$ cat config.mk
export PLATFORM = sky130hd
export DESIGN_NAME = phy_stat_reg
export DESIGN_NICKNAME = d
export VERILOG_FILES = /design/src/rtl/phy_stat_reg.sv
export SDC_FILE = /design/constraint.sdc
export NUM_CORES = 1
export LEC_CHECK = 0
export BUFFER_PORTS_ARGS = -buffer_cell sky130_fd_sc_hd__clkbuf_2
export CORE_AREA = 5 5 42 44
export DETAILED_ROUTE_END_ITERATION = 16
export DIE_AREA = 0 0 47 49
export PLACE_DENSITY = 0.67
export SLEW_MARGIN = 25
export SYNTH_ARGS = -nofsm -noshare
export SYNTH_HDL_FRONTEND = slang
export SYNTH_SLANG_ARGS = --single-unit
$ cat constraint.sdc
create_clock -name clk -period 1 [get_ports clk]
set_input_delay 0.2 -clock clk [delete_from_list [all_inputs] [get_ports clk]]
set_output_delay 0.2 -clock clk [all_outputs]
set_load 0.005 [all_outputs]
$ cat src/rtl/phy_stat_reg.sv
module phy_stat_reg #(
  parameter logic [3:0] CAP_RESET = 4'hF
) (
  input  logic        clk,
  input  logic        rst_n,
  input  logic        rd_done,
  input  logic        wr_en,
  input  logic [15:0] wr_data,
  input  logic        link_ok,
  input  logic        an_done,
  input  logic        rmt_fault,
  input  logic        jabber,
  output logic [15:0] stat_word
);

  logic [3:0] cap_q;
  logic       an_q, rf_q, jb_q, lk_q;
  logic       wr_ok;
  logic       unused_wr_bits;

  assign wr_ok          = wr_en && (wr_data[10:7] == 4'b0);
  assign unused_wr_bits = ^{wr_data[15], wr_data[6:0]};

  always_ff @(posedge clk or negedge rst_n) begin
    if (!rst_n) cap_q <= CAP_RESET;
    else if (wr_ok) cap_q <= wr_data[14:11];
  end

  always_ff @(posedge clk or negedge rst_n) begin
    if (!rst_n) begin
      an_q <= 1'b0;
      rf_q <= 1'b0;
      jb_q <= 1'b0;
      lk_q <= 1'b0;
    end else if (rd_done) begin
      an_q <= an_done;
      rf_q <= rmt_fault;
      jb_q <= jabber;
      lk_q <= link_ok;
    end else begin
      an_q <= an_q | an_done;
      rf_q <= rf_q | rmt_fault;
      jb_q <= jb_q | jabber;
      lk_q <= lk_q & link_ok;
    end
  end

  assign stat_word = {1'b0, cap_q, 4'b0000, 1'b0, an_q, rf_q, 1'b1, lk_q, jb_q, 1'b1};

  p_bad_write_r4: assert property (@(posedge clk) disable iff (!rst_n)
    (wr_en && wr_data[10:7] != 4'b0) |=> $stable(stat_word[14:11]));

  p_good_write_r3: assert property (@(posedge clk) disable iff (!rst_n)
    (wr_en && wr_data[10:7] == 4'b0) |=> stat_word[14:11] == $past(wr_data[14:11]));

  p_high_hold_r5: assert property (@(posedge clk) disable iff (!rst_n)
    (stat_word[1] && !rd_done) |=> stat_word[1]);

  p_low_hold_r7: assert property (@(posedge clk) disable iff (!rst_n)
    (!stat_word[2] && !rd_done) |=> !stat_word[2]);

  p_read_take_r6: assert property (@(posedge clk) disable iff (!rst_n)
    rd_done |=> stat_word[5] == $past(an_done));

  p_read_take_r8: assert property (@(posedge clk) disable iff (!rst_n)
    rd_done |=> stat_word[2] == $past(link_ok));

  p_event_wins_r9: assert property (@(posedge clk) disable iff (!rst_n)
    (rd_done && rmt_fault) |=> stat_word[4]);

endmodule

After elaboration in Yosys (flattened, before gate mapping)
Index checks and enable logic that the tools add are counted.

operators by class
  muxes and demuxes = 4
  bitwise logic cells = 4
  reductions and logical operators = 2

operators with widths
  cell               number
  zero test 4 bit    1
  2-to-1 mux 1 bit   4
  OR 1 bit           3
  bitwise AND 1 bit  1
  logical AND 1 bit  1

word-level totals
  flip-flop bits (word level) = 8
  input bits = 24
  output and inout bits = 16
  logic and storage cells = 15

Depth between registers and ports, before layout
  depth after elaboration = 2
  gate-level depth with buffers = 3
  depth with buffers taken out = 3

Worst setup path after synthesis
OpenSTA, ideal clock, no wires.

  kind = input-to-reg
  start point = input wr_data[8]
  end point = register cap_q[0]
  library setup time = 0.082 ns
  data arrival time = 0.850 ns
  data required time = 0.918 ns
  path slack = 0.068 ns
  stages on the path = 3
  path buffers = 0
  cells stage by stage = nor4_2 -> nand2_1 -> mux2_2

between the ends
  word-level cells in the longest chain between the ends = 2

RTL lines
  item                  RTL line  source
  start, declared       8         input logic [15:0] wr_data,
  zero test 4 bit       21        assign wr_ok = wr_en && (wr_data[10:7] == 4'b0);
  logical AND 1 bit     21
  end signal, assigned  26        else if (wr_ok) cap_q <= wr_data[14:11];
  end, declared         16        logic [3:0] cap_q;

No other way between the ends.
A chain may end at the register's enable or synchronous reset.

Final worst setup path
  start point = register cap_q[0]
  end point = output stat_word[11]

RTL lines
  item           RTL line  source
  end, declared  13        output logic [15:0] stat_word

No word-level cell between the ends.

==> impl_metrics.sql <==
INSERT INTO impl_metrics (metric_group, metric, value, unit) VALUES
('clock_tree', 'cts.clk_slew.worst_paths', '0.05', 'ns'),
('status', 'result_of_the_run', 'complete, but fails checks', ''),
('synth', 'ys.flop_type', 'sky130_fd_sc_hd__dfstp_2', ''),
('detailed_routing', 'dr_wl_met3', '88', 'um'),
('pwr', 'design_power_total', '858', 'uW'),
('synth', 'number_of_enable_type_register_cells_in_the_synthesized_netlist', '0', ''),
('detailed_routing', 'detailedRoute.firstPassIterationCount', '1', ''),
('floorplanning', 'pin_count', '40', ''),
('sta', 'unrepaired_setup_endpoints_after_global_routing', 'yes', ''),
('placement', 'dpl.cell_count', '66', ''),
('critical_path', 'critical_path_required', '0.80', 'ns'),
('synth', 'synth_common_cells', 'sky130_fd_sc_hd__buf_4 (12), sky130_fd_sc_hd__dfrtp_1 (4), sky130_fd_sc_hd__dfstp_2 (4), sky130_fd_sc_hd__mux2_2 (4), sky130_fd_sc_hd__a21o_1 (3)', ''),
('synth', 'synth.yosys.warnings', '0', ''),
('detailed_routing', 'maxUsedRoutingLayer', 'met3', ''),
('clock_tree', 'cts_tree', 'built', ''),
('placement', 'gp_congestion', '0.636', ''),
('critical_path', 'start_kind', 'flop', ''),
('floorplanning', 'floorplan.core_area', '1400', 'um^2'),
('detailed_routing', 'via_cell_ratio', '3.86', ''),
('floorplanning', 'fp.dieW', '47', 'um'),
('floorplanning', 'die_height', '49', 'um'),
('global_route', 'grt_max_degree', '9', ''),
('critical_path', 'reg2reg_slack', '0.26', 'ns'),
('critical_path', 'worst_r2r_startpoint', 'cap_q[2]', ''),
('clock_tree', 'insertion_delay', '0.24', 'ns'),
('cells_and_area', 'final_layout_size_suffix_gt1_share', '63.6', '%'),
('placement', 'half_perimeter_wire_length_after_placement', '664', 'um'),
('hold_path', 'hold_class', 'input pin to flop', ''),
('cells_and_area', 'instances_no_fill', '71', ''),
('global_route', 'antenna_found_initial', '0', ''),
('cells_and_area', 'multi_input_comb_area', '121', 'um^2'),
('sta', 'hold_viol', '0', ''),
('critical_path', 'worst-setup-path-type', 'flop to output pin', ''),
('synth', 'synth.lib_cells_used.distinct', '10', ''),
('sta', 'timing.final.setup_violations', '4', ''),
('clock_tree', 'ctsHtreeMaxLevel', '1', ''),
('synth', 'synth.ff_latch_count', '8', ''),
('synth', 'post_synth_inst_count', '33', ''),
('cells_and_area', 'diodes', '0', ''),
('sta', 'slew_viol_final', '0', ''),
('sta', 'clock.fmax', '0.931', 'GHz'),
('global_route', 'number_of_global_route_vias_before_repair', '313', ''),
('synth', 'yosys.area.top_type_share', '26.4', '%'),
('cells_and_area', 'flow.area_growth_from_synthesis', '29.2', '%'),
('detailed_routing', 'wire_per_inst', '10.2', 'um'),
('critical_path', 'cp.arrival', '0.87', 'ns'),
('synth', 'synthesis.area', '398', 'um^2'),
('synth', 'synthMostInstantiatedCell', 'sky130_fd_sc_hd__buf_4', ''),
('critical_path', 'critPathBufInv', '1', ''),
('floorplanning', 'fp_rows', '14', ''),
('synth', 'post_synth_main_area_contributors', 'sky130_fd_sc_hd__dfstp_2 (26%), sky130_fd_sc_hd__dfrtp_1 (25%), sky130_fd_sc_hd__buf_4 (23%)', ''),
('critical_path', 'end_kind', 'output pin', ''),
('clock_tree', 'cts_inserted_buffers', '3', ''),
('floorplanning', 'fp.dieArea', '2300', 'um^2'),
('detailed_routing', 'post-route-drc-count', '0', ''),
('clock_tree', 'tritoncts_num_sinks', '8', ''),
('detailed_routing', 'drt_iter0_drc', '0', ''),
('detailed_routing', 'final_antenna_net_count', '0', ''),
('sta', 'period_share', '107', '%'),
('critical_path', 'crit_fanout', '2', ''),
('cells_and_area', 'fillCellCount', '157', ''),
('critical_path', 'crit_path_max_incr_delay', '0.52', 'ns'),
('sta', 'setup_ws', '-0.0746', 'ns'),
('global_route', 'grt_pass1_wl', '1210', 'um'),
('cells_and_area', 'ff_latch_area', '205', 'um^2'),
('synth', 'async_flop_share', '100', '%'),
('hold_path', 'min_delay_path_depth', '2', ''),
('clock_tree', 'cts-root-buf', 'sky130_fd_sc_hd__clkbuf_4', ''),
('status', 'violations', 'negative setup slack', ''),
('floorplanning', 'start_util', '28.4', '%'),
('sta', 'post-route-min-period', '1.07', 'ns');
## cell families (layout without fill, tap and decap cells)
family | after synthesis | count (layout) | share of synthesized area (%)
DFF | 8 | 8 | 51.6
AOI/OAI and AO/OA | 4 | 4 | 7.55
buffers and inverters | 13 | 29 | 23.6
other | 2 | 8 | 1.89
and+or+nand+nor | 2 | 2 | 4.09
muxes | 4 | 4 | 11.3
## report_power, final
| part | switching [mW] | internal, mW |
|---|---|---|
| clock network | 0.104 | 0.152 |
| registers | 0.0267 | 0.400 |
| logic | 0.0635 | 0.111 |
| total | 0.194 | 0.663 |
## metal layers
metal | up-vias | global-route usage, %
li1 | 131 | -
met1 | 126 | 8.13
met2 | 17 | 10.6
met3 | 0 | 2.95
met4 | 0 | 4.15
met5 | - | 0
## timing repair
item / 4_1_cts / 5_1_grt
hold endpoints to repair: 4 / 0
endpoints found under the setup margin: 4 / 4
hold buffers: 1 / 0
gates resized for setup: 0 / 3
## through the flow
step / utilization (%) / worst slack, ns / area, um^2 / hold WS, ns / TNS (ns)
2_1_floorplan: - / 0.0679 / 420 / -0.0956 / 0
3_3_place_gp: 33.2 / -0.0690 / 465 / 0.0526 / -0.266
3_5_place_dp: 33.2 / -0.0827 / 465 / 0.0527 / -0.314
4_1_cts: 35.8 / -0.0874 / 502 / 0.131 / -0.333
5_1_grt: 36.7 / -0.113 / 514 / 0.127 / -0.424
6_report: 36.7 / -0.0746 / 514 / 0.136 / -0.279
## state kept, by name, summed over array words and instances (netlist names)
signal and count:
an_q 1, cap_q 4, jb_q 1, lk_q 1, rf_q 1
## placed cells by master, fill, tap and decap left out, drive strengths merged
| cell type | Yosys | routed |
|---|---|---|
| conb | 2 | 8 |
| clkbuf | 0 | 25 |
| dlygate4sd3 | 0 | 1 |
| nor4 | 1 | 1 |
| mux2 | 4 | 4 |
| o21a | 1 | 1 |
| dfstp | 4 | 4 |
| inv | 1 | 1 |
| dfrtp | 4 | 4 |
| nand2 | 1 | 1 |
| buf | 12 | 2 |
| a21o | 3 | 3 |
## how the worst max path moves through the flow
stage                     from            end  cells after the start
floorplan           wr_data[8]       cap_q[0]                      3
global placement    wr_data[8]       cap_q[3]                      4
detailed placement  wr_data[8]       cap_q[2]                      4
CTS                   cap_q[0]  stat_word[11]                      1
global route          cap_q[0]  stat_word[11]                      1
finish                cap_q[0]  stat_word[11]                      1
## area by class of cell
type                    instances  share of cell area (%)
inverters                       1                   0.730
flip-flops and latches          8                    39.9
clock buffers                   4                    5.11
repair buffers                 24                    26.8
multi-input cells              18                    23.6
well taps                      16                    3.89
Note: power is estimated with default switching activity, not from simulation.
